### src/rtl/mm_pkg.sv
package mm_pkg;
  typedef enum logic [1:0] {
    RUN_IDLE,
    RUN_BUSY,
    RUN_DONE
  } run_state_t;

  // cycles between a read strobe and its data at the RAM port
  localparam int RD_LAT = 1;
endpackage

### src/rtl/mm_addr_gen.sv
module mm_addr_gen #(
  parameter int AW    = 10,
  parameter int DIM_W = 6
) (
  input  logic             clk,
  input  logic             rst,
  input  logic             start,
  input  logic [AW-1:0]    a_base,
  input  logic [AW-1:0]    a_stride,
  input  logic [AW-1:0]    b_base,
  input  logic [AW-1:0]    b_stride,
  input  logic [DIM_W-1:0] m_len,
  input  logic [DIM_W-1:0] n_len,
  input  logic [DIM_W-1:0] k_len,
  output logic             rd_en,
  output logic [AW-1:0]    a_addr,
  output logic [AW-1:0]    b_addr,
  output logic [AW-1:0]    tag,
  output logic             last
);
  localparam logic [DIM_W-1:0] ONE_D = DIM_W'(1);
  localparam logic [AW-1:0]    ONE_A = AW'(1);

  logic [DIM_W-1:0] k_cnt, j_cnt, i_cnt;
  logic [DIM_W-1:0] m_q, n_q, k_q;
  logic [AW-1:0]    a_stride_q, b_stride_q, b_base_q;
  logic [AW-1:0]    a_row, b_col;

  logic             k_end, j_end, nxt_last;
  logic [DIM_W-1:0] nxt_k, nxt_j, nxt_i;

  always_comb begin
    k_end    = (k_cnt == k_q - ONE_D);
    j_end    = (j_cnt == n_q - ONE_D);
    nxt_k    = k_end ? '0 : k_cnt + ONE_D;
    nxt_j    = k_end ? (j_end ? '0 : j_cnt + ONE_D) : j_cnt;
    nxt_i    = (k_end && j_end) ? i_cnt + ONE_D : i_cnt;
    nxt_last = (nxt_k == k_q - ONE_D) && (nxt_j == n_q - ONE_D) &&
               (nxt_i == m_q - ONE_D);
  end

  always_ff @(posedge clk) begin
    if (rst) begin
      rd_en      <= 1'b0;
      last       <= 1'b0;
      a_addr     <= '0;
      b_addr     <= '0;
      tag        <= '0;
      k_cnt      <= '0;
      j_cnt      <= '0;
      i_cnt      <= '0;
      m_q        <= '0;
      n_q        <= '0;
      k_q        <= '0;
      a_stride_q <= '0;
      b_stride_q <= '0;
      b_base_q   <= '0;
      a_row      <= '0;
      b_col      <= '0;
    end else if (start) begin
      m_q        <= m_len;
      n_q        <= n_len;
      k_q        <= k_len;
      a_stride_q <= a_stride;
      b_stride_q <= b_stride;
      b_base_q   <= b_base;
      a_row      <= a_base;
      b_col      <= b_base;
      a_addr     <= a_base;
      b_addr     <= b_base;
      tag        <= '0;
      k_cnt      <= '0;
      j_cnt      <= '0;
      i_cnt      <= '0;
      rd_en      <= 1'b1;
      last       <= (m_len == ONE_D) && (n_len == ONE_D) && (k_len == ONE_D);
    end else if (rd_en) begin
      if (last) begin
        rd_en <= 1'b0;
        last  <= 1'b0;
      end else begin
        k_cnt <= nxt_k;
        j_cnt <= nxt_j;
        i_cnt <= nxt_i;
        last  <= nxt_last;
        if (!k_end) begin
          a_addr <= a_addr + ONE_A;
          b_addr <= b_addr + b_stride_q;
        end else begin
          tag <= tag + ONE_A;
          if (!j_end) begin
            a_addr <= a_row;
            b_col  <= b_col + ONE_A;
            b_addr <= b_col + ONE_A;
          end else begin
            b_col  <= b_base_q;
            b_addr <= b_base_q;
            a_row  <= a_row + a_stride_q;
            a_addr <= a_row + a_stride_q;
          end
        end
      end
    end
  end
endmodule

### src/rtl/mm_mul_stage.sv
module mm_mul_stage #(
  parameter int DW = 16,
  parameter int AW = 10
) (
  input  logic                   clk,
  input  logic                   rst,
  input  logic                   in_v,
  input  logic [AW-1:0]          in_tag,
  input  logic                   in_last,
  input  logic signed [DW-1:0]   in_a,
  input  logic signed [DW-1:0]   in_b,
  output logic                   out_v,
  output logic [AW-1:0]          out_tag,
  output logic                   out_last,
  output logic signed [2*DW-1:0] out_prod
);
  always_ff @(posedge clk) begin
    if (rst) begin
      out_v    <= 1'b0;
      out_last <= 1'b0;
      out_tag  <= '0;
      out_prod <= '0;
    end else begin
      out_v    <= in_v;
      out_last <= in_v && in_last;
      out_tag  <= in_tag;
      out_prod <= in_a * in_b;
    end
  end
endmodule

### src/rtl/mm_acc_stage.sv
module mm_acc_stage #(
  parameter int AW    = 10,
  parameter int PW    = 32,
  parameter int ACC_W = 32
) (
  input  logic                 clk,
  input  logic                 rst,
  input  logic                 in_v,
  input  logic [AW-1:0]        in_tag,
  input  logic                 in_last,
  input  logic signed [PW-1:0] in_prod,
  output logic                 wr_en,
  output logic [AW-1:0]        wr_addr,
  output logic [ACC_W-1:0]     wr_data,
  output logic                 wr_final
);
  logic                    have;
  logic                    flush;
  logic [AW-1:0]           held_tag;
  logic signed [ACC_W-1:0] held_sum;
  logic signed [ACC_W-1:0] prod_ext;

  assign prod_ext = ACC_W'(in_prod);

  always_ff @(posedge clk) begin
    if (rst) begin
      have     <= 1'b0;
      flush    <= 1'b0;
      held_tag <= '0;
      held_sum <= '0;
      wr_en    <= 1'b0;
      wr_addr  <= '0;
      wr_data  <= '0;
      wr_final <= 1'b0;
    end else begin
      wr_en    <= 1'b0;
      wr_final <= 1'b0;
      flush    <= in_v && in_last;
      if (in_v) begin
        if (have && (in_tag != held_tag)) begin
          wr_en    <= 1'b1;
          wr_addr  <= held_tag;
          wr_data  <= held_sum;
          held_sum <= prod_ext;
        end else if (have) begin
          held_sum <= held_sum + prod_ext;
        end else begin
          held_sum <= prod_ext;
        end
        held_tag <= in_tag;
        have     <= 1'b1;
      end else if (flush) begin
        wr_en    <= 1'b1;
        wr_addr  <= held_tag;
        wr_data  <= held_sum;
        wr_final <= 1'b1;
        have     <= 1'b0;
      end
    end
  end
endmodule

### src/rtl/matmul_stream.sv
module matmul_stream #(
  parameter int DW    = 16,
  parameter int AW    = 10,
  parameter int DIM_W = 6,
  parameter int ACC_W = 32
) (
  input  logic             clk,
  input  logic             rst,
  input  logic             a_desc_valid,
  input  logic [AW-1:0]    a_desc_base,
  input  logic [AW-1:0]    a_desc_stride,
  input  logic [DIM_W-1:0] a_desc_rows,
  input  logic [DIM_W-1:0] a_desc_cols,
  input  logic             b_desc_valid,
  input  logic [AW-1:0]    b_desc_base,
  input  logic [AW-1:0]    b_desc_stride,
  input  logic [DIM_W-1:0] b_desc_rows,
  input  logic [DIM_W-1:0] b_desc_cols,
  output logic             a_rd_en,
  output logic [AW-1:0]    a_rd_addr,
  input  logic [DW-1:0]    a_rd_data,
  output logic             b_rd_en,
  output logic [AW-1:0]    b_rd_addr,
  input  logic [DW-1:0]    b_rd_data,
  output logic             c_wr_en,
  output logic [AW-1:0]    c_wr_addr,
  output logic [ACC_W-1:0] c_wr_data,
  output logic             c_desc_valid,
  output logic [AW-1:0]    c_desc_base,
  output logic [AW-1:0]    c_desc_stride,
  output logic [DIM_W-1:0] c_desc_rows,
  output logic [DIM_W-1:0] c_desc_cols
);
  import mm_pkg::*;

  localparam int PW = 2 * DW;

  run_state_t st;
  logic       go;
  logic       gen_rd, gen_last;
  logic [AW-1:0] gen_tag;

  logic          dl_v    [RD_LAT+1];
  logic          dl_last [RD_LAT+1];
  logic [AW-1:0] dl_tag  [RD_LAT+1];

  logic          mul_v, mul_last;
  logic [AW-1:0] mul_tag;
  logic signed [PW-1:0] mul_prod;
  logic          acc_final;

  assign go = (st != RUN_BUSY) && a_desc_valid && b_desc_valid &&
              (a_desc_cols == b_desc_rows) && (a_desc_rows != '0) &&
              (a_desc_cols != '0) && (b_desc_cols != '0);

  mm_addr_gen #(.AW(AW), .DIM_W(DIM_W)) u_gen (
    .clk      (clk),
    .rst      (rst),
    .start    (go),
    .a_base   (a_desc_base),
    .a_stride (a_desc_stride),
    .b_base   (b_desc_base),
    .b_stride (b_desc_stride),
    .m_len    (a_desc_rows),
    .n_len    (b_desc_cols),
    .k_len    (a_desc_cols),
    .rd_en    (gen_rd),
    .a_addr   (a_rd_addr),
    .b_addr   (b_rd_addr),
    .tag      (gen_tag),
    .last     (gen_last)
  );

  assign a_rd_en = gen_rd;
  assign b_rd_en = gen_rd;

  assign dl_v[0]    = gen_rd;
  assign dl_last[0] = gen_last;
  assign dl_tag[0]  = gen_tag;

  // tag line matching the RAM read latency
  for (genvar g = 0; g < RD_LAT; g++) begin : g_rd_align
    always_ff @(posedge clk) begin
      if (rst) begin
        dl_v[g+1]    <= 1'b0;
        dl_last[g+1] <= 1'b0;
        dl_tag[g+1]  <= '0;
      end else begin
        dl_v[g+1]    <= dl_v[g];
        dl_last[g+1] <= dl_last[g];
        dl_tag[g+1]  <= dl_tag[g];
      end
    end
  end

  mm_mul_stage #(.DW(DW), .AW(AW)) u_mul (
    .clk      (clk),
    .rst      (rst),
    .in_v     (dl_v[RD_LAT]),
    .in_tag   (dl_tag[RD_LAT]),
    .in_last  (dl_last[RD_LAT]),
    .in_a     ($signed(a_rd_data)),
    .in_b     ($signed(b_rd_data)),
    .out_v    (mul_v),
    .out_tag  (mul_tag),
    .out_last (mul_last),
    .out_prod (mul_prod)
  );

  mm_acc_stage #(.AW(AW), .PW(PW), .ACC_W(ACC_W)) u_acc (
    .clk      (clk),
    .rst      (rst),
    .in_v     (mul_v),
    .in_tag   (mul_tag),
    .in_last  (mul_last),
    .in_prod  (mul_prod),
    .wr_en    (c_wr_en),
    .wr_addr  (c_wr_addr),
    .wr_data  (c_wr_data),
    .wr_final (acc_final)
  );

  assign c_desc_base = '0;

  always_ff @(posedge clk) begin
    if (rst) begin
      st            <= RUN_IDLE;
      c_desc_valid  <= 1'b0;
      c_desc_rows   <= '0;
      c_desc_cols   <= '0;
      c_desc_stride <= '0;
    end else if (go) begin
      st            <= RUN_BUSY;
      c_desc_valid  <= 1'b0;
      c_desc_rows   <= a_desc_rows;
      c_desc_cols   <= b_desc_cols;
      c_desc_stride <= AW'(b_desc_cols);
    end else if ((st == RUN_BUSY) && c_wr_en && acc_final) begin
      st           <= RUN_DONE;
      c_desc_valid <= 1'b1;
    end
  end
endmodule

### config.mk
export PLATFORM = sky130hd
export DESIGN_NAME = matmul_stream
export DESIGN_NICKNAME = d
export VERILOG_FILES = /design/src/rtl/mm_pkg.sv /design/src/rtl/mm_addr_gen.sv /design/src/rtl/mm_mul_stage.sv /design/src/rtl/mm_acc_stage.sv /design/src/rtl/matmul_stream.sv
export SDC_FILE = /design/constraint.sdc
export NUM_CORES = 1
export LEC_CHECK = 0
export BUFFER_PORTS_ARGS = -buffer_cell sky130_fd_sc_hd__buf_2
export CORE_AREA = 8 8 200 240
export DETAILED_ROUTE_END_ITERATION = 10
export DIE_AREA = 0 0 208 248
export GPL_TIMING_DRIVEN = 0
export PLACE_DENSITY = 0.76
export SLEW_MARGIN = 10
export SYNTH_ARGS = -nofsm -noshare
export SYNTH_HDL_FRONTEND = slang
export SYNTH_HIERARCHICAL = 1
export SYNTH_SLANG_ARGS = --single-unit
export TNS_END_PERCENT = 1
### constraint.sdc
create_clock -name clk -period 11.89 [get_ports clk]
set_clock_uncertainty 0.2 [all_clocks]
set_input_delay 0.5945 -clock clk [delete_from_list [all_inputs] [get_ports clk]]
set_output_delay 0.5945 -clock clk [all_outputs]
set_load 0.005 [all_outputs]
==> metrics.md <==
| Metric | Value |
|---|---|
| Outcome | `finished, final reports clean` |
| GR Util All Layers | `0.2762` |
| Gpl congestion | `0.9678` |
| Via count | `21210` |
| Sequential area share after synthesis | `0.2228` |
| Die W | `between 200 and 250 um` |
| Synth Flop Type | `dfxtp_1` |
| Post-route cell area | `around 27000 sq um` |
| Setup Fix Bufs, Post-CTS | `0` |
| Leak | `12.56 nW` |
| RSZ-0062 raised after global routing | `false` |
| Final Critical Period | `7.170 ns` |
| Final hold slack | `0.07201 ns` |
| CTS sink count | `276` |
| Final Hold Viols | `0` |
| IO buf count | `183` |
| Initial core utilization | `0.5606` |
| Commonest non-fill, non-tap cell in the layout | `inv_1` |
| FF+latch count, synth | `276` |
| Endpoints failing setup | `0` |
| Die area | `51580 sq um` |
| Slew @ Worst Pin | `1.016 ns` |
| Clock latency on the worst-skew pair | `0.57 ns` |
| Die H | `between 200 and 250 um` |
| Synth warn | `6` |
| Crit Reg-Reg Startpoint | `st[0]` |
| Share of cells above drive strength 1 | `0.1092` |
| CTS-repair resized insts | `0` |
| I/O Pins | `between 150 and 200` |
| Number of global-route vias before repair | `22430` |
| Number of flops mapped to enable cells by yosys | `0` |
| WP data arrival | `around 7.4 ns` |
| Peak VDD IR | `approximately 0.00058 V` |
| Via density | `5.809` |
| Wire length on met3 | `4329 um` |
| DR WL/cell | `19.59 um` |
| Largest net degree at the start of global routing | `24` |
| Crit start category | `primary input` |
| Crit end category | `register` |
| Crit Path Category | `in2reg` |
| Pwr dens | `between 200 and 300 nW/um^2` |
| Post-route ant nets | `0` |
| Netlist cell types | `slightly below 100` |
| Worst Setup SP | `a_rd_data[15]` |
| Dpl hpwl | `58020 um` |
| Commonest non-fill, non-tap cells in the layout | `inv_1, dfxtp_1, nor2_1, fa_1, nand2_1` |
| Clk slew on worst S/H paths | `around 0.060 ns` |
| Rows | `85` |
| DP Area | `26480 sq um` |
| CTS Root Buffer Type | `clkbuf_16` |
| Cells after synthesis | `2838` |
| Global-route wire length before repair | `115400 um` |
| Critical path cell sequence | `buf_2, clkbuf_1, nand2_1, inv_1, fa_1, fa_1, inv_1, fa_1, fa_1, inv_1, fa_1, inv_1, fa_1, inv_1, ha_1, buf_2, and4_1, and4_1, and2_1, a221o_1, o211a_1, o22ai_2, mux2_1` |
| R2R depth | `9` |
| CP required | `12.12 ns` |
| Highest Signal Layer | `met4` |
| Remaining DRCs | `0` |
| F_max | `139.5 MHz` |
| Worst stage delay on the critical path | `a little over 0.8 ns` |
| Hold_sp | `b_desc_stride[5]` |
| Period utilization | `0.6030` |
| Worst hold path class | `in2reg` |
| DR pass1 iterations | `8` |
| Slew headroom | `0.3230` |
| Inserted Diodes | `0` |
| Finished Core Util | `0.6199` |
| Most used cell, CP | `fa_1` |
| Worst-path cell with the longest stage delay | `fa_1` |
| Ys async rst share | `0` |
| M1 WL | `27110 um` |
| Synth Cell Area | `24800 sq um` |
| DRT iter0 DRCs | `1437` |
| WL met2 | `36810 um` |
| Crit Path Max Fanout | `10` |
| CTS H-tree depth | `1` |
| Hold depth | `3` |
| Initial antenna violation count | `0` |
| Max-cap violations | `0` |
| CTS tree | `yes` |
| Area of the core | `44240 sq um` |
| Slew Viols, Final | `0` |
| Final WL | `71530 um` |
| Tot Pwr | `7.248 mW` |
| Post-CTS Hold Buffers | `0` |
| Nets | `3571` |
| Syn Area/Cell | `8.740 sq um` |
| Total CTS buffers | `30` |
| Max Root-Sink Buffers | `3` |
| Total negative slack | `0 ns` |
| Synthesis-to-finish area growth | `10.58%` |
| Global route total overflow | `0` |
## area by class of cell
type | instances | area (sq um)
multi-input combinational | 2078 | 17220
fill | 3869 | 16810
sequential | 276 | 5525
inverter | 335 | 1257
timing repair buffer | 183 | 915.9
buffer | 162 | 852.1
clock buffer | 42 | 825.8
tap | 565 | 706.9
clock inverter | 10 | 120.1
## critical path, delay by kind of cell
kind	cells	cell delay (ns)
adder cells (fa/ha/maj)	7	3.65
multiplexers	1	0.35
buffers and inverters	8	1.22
AND/OR/NAND/NOR	4	0.79
AO/OA/AOI/OAI	3	0.81
## state kept, by name, indices dropped and copies added (netlist names), 2 cells and up
register,cells
u_gen/b_stride_q,10
u_gen/n_q,6
u_acc/wr_data,32
u_gen/b_addr,10
u_acc/wr_addr,10
u_gen/b_col,10
st,2
u_mul/out_tag,10
u_gen/j_cnt,6
u_gen/m_q,6
u_gen/a_stride_q,10
u_acc/held_tag,10
u_gen/a_row,10
u_gen/k_q,6
u_gen/b_base_q,10
u_gen/tag,10
u_gen/a_addr,10
c_desc_rows,6
u_mul/out_prod,32
u_acc/held_sum,32
u_gen/i_cnt,6
c_desc_stride,6
u_gen/k_cnt,6
dl_tag,10
## through the flow
stage          setup slack, ns  cells
6_report                 4.720   3651
5_1_grt                  4.390   3651
4_1_cts                  4.746   3651
3_5_place_dp             4.184   3599
3_3_place_gp             4.304   3599
2_1_floorplan            5.024   2851
## report_power, final
| part | internal (mW) | switching [mW] | leakage (nW) |
|---|---|---|---|
| clock network | 0.525 | 0.375 | 0.457 |
| logic | 2.27 | 3.03 | 9.88 |
| registers | 1.01 | 0.0393 | 2.23 |
## worst paths after layout
| kind | endpoint | slack [ns] |
|---|---|---|
| worst max-delay path | u_mul/out_prod[30] | 4.72 |
| worst min-delay path | u_gen/b_stride_q[5] | 0.07 |
| worst max register to register | u_gen/a_stride_q[5] | 8.23 |
| worst min register to register | u_mul/out_last | 0.22 |
## synthesized netlist by cell type, types with 9 or more instances
cell | instances | area share
inv_1 | 335 | 0.051
or3_1 | 12 | 0.0030
fa_1 | 265 | 0.21
o211ai_1 | 25 | 0.0076
ha_1 | 140 | 0.071
and2_1 | 131 | 0.033
nand4_1 | 23 | 0.0058
buf_4 | 28 | 0.0085
nand2_1 | 256 | 0.039
a211oi_1 | 33 | 0.010
a21o_1 | 26 | 0.0079
buf_1 | 9 | 0.0014
nand3_1 | 61 | 0.012
o21a_1 | 18 | 0.0054
o21bai_1 | 11 | 0.0033
o21ai_1 | 12 | 0.0024
mux2i_1 | 117 | 0.047
nor2_1 | 267 | 0.040
a31oi_1 | 18 | 0.0045
o22ai_1 | 9 | 0.0023
a21oi_1 | 155 | 0.031
clkbuf_1 | 96 | 0.015
o21ai_0 | 90 | 0.018
dfxtp_1 | 276 | 0.22
xnor2_1 | 83 | 0.029
nor2b_1 | 39 | 0.0098
nand2b_1 | 11 | 0.0028
buf_2 | 14 | 0.0028
and3_1 | 22 | 0.0055
xor2_1 | 33 | 0.012
nor4_1 | 11 | 0.0028
nor3_1 | 38 | 0.0077
## metal layers
layer / up-vias / track usage
met1: 10370 / 0.3141
li1: 9818 / -
met5: - / 0
met2: 805 / 0.5141
met3: 210 / 0.03764
met4: 0 / 0.1199
## logic make-up after synthesis
kind of cell               synth area share
other                             0.0001512
xor gates and xnor gates            0.04913
AOI/OAI and AO/OA                    0.1283
muxes                               0.04994
DFF                                  0.2228
and+or+nand+nor                      0.1801
buffers and inverters               0.08505
adders and majority gates            0.2845
No activity file was read; power rests on OpenSTA's default activity.
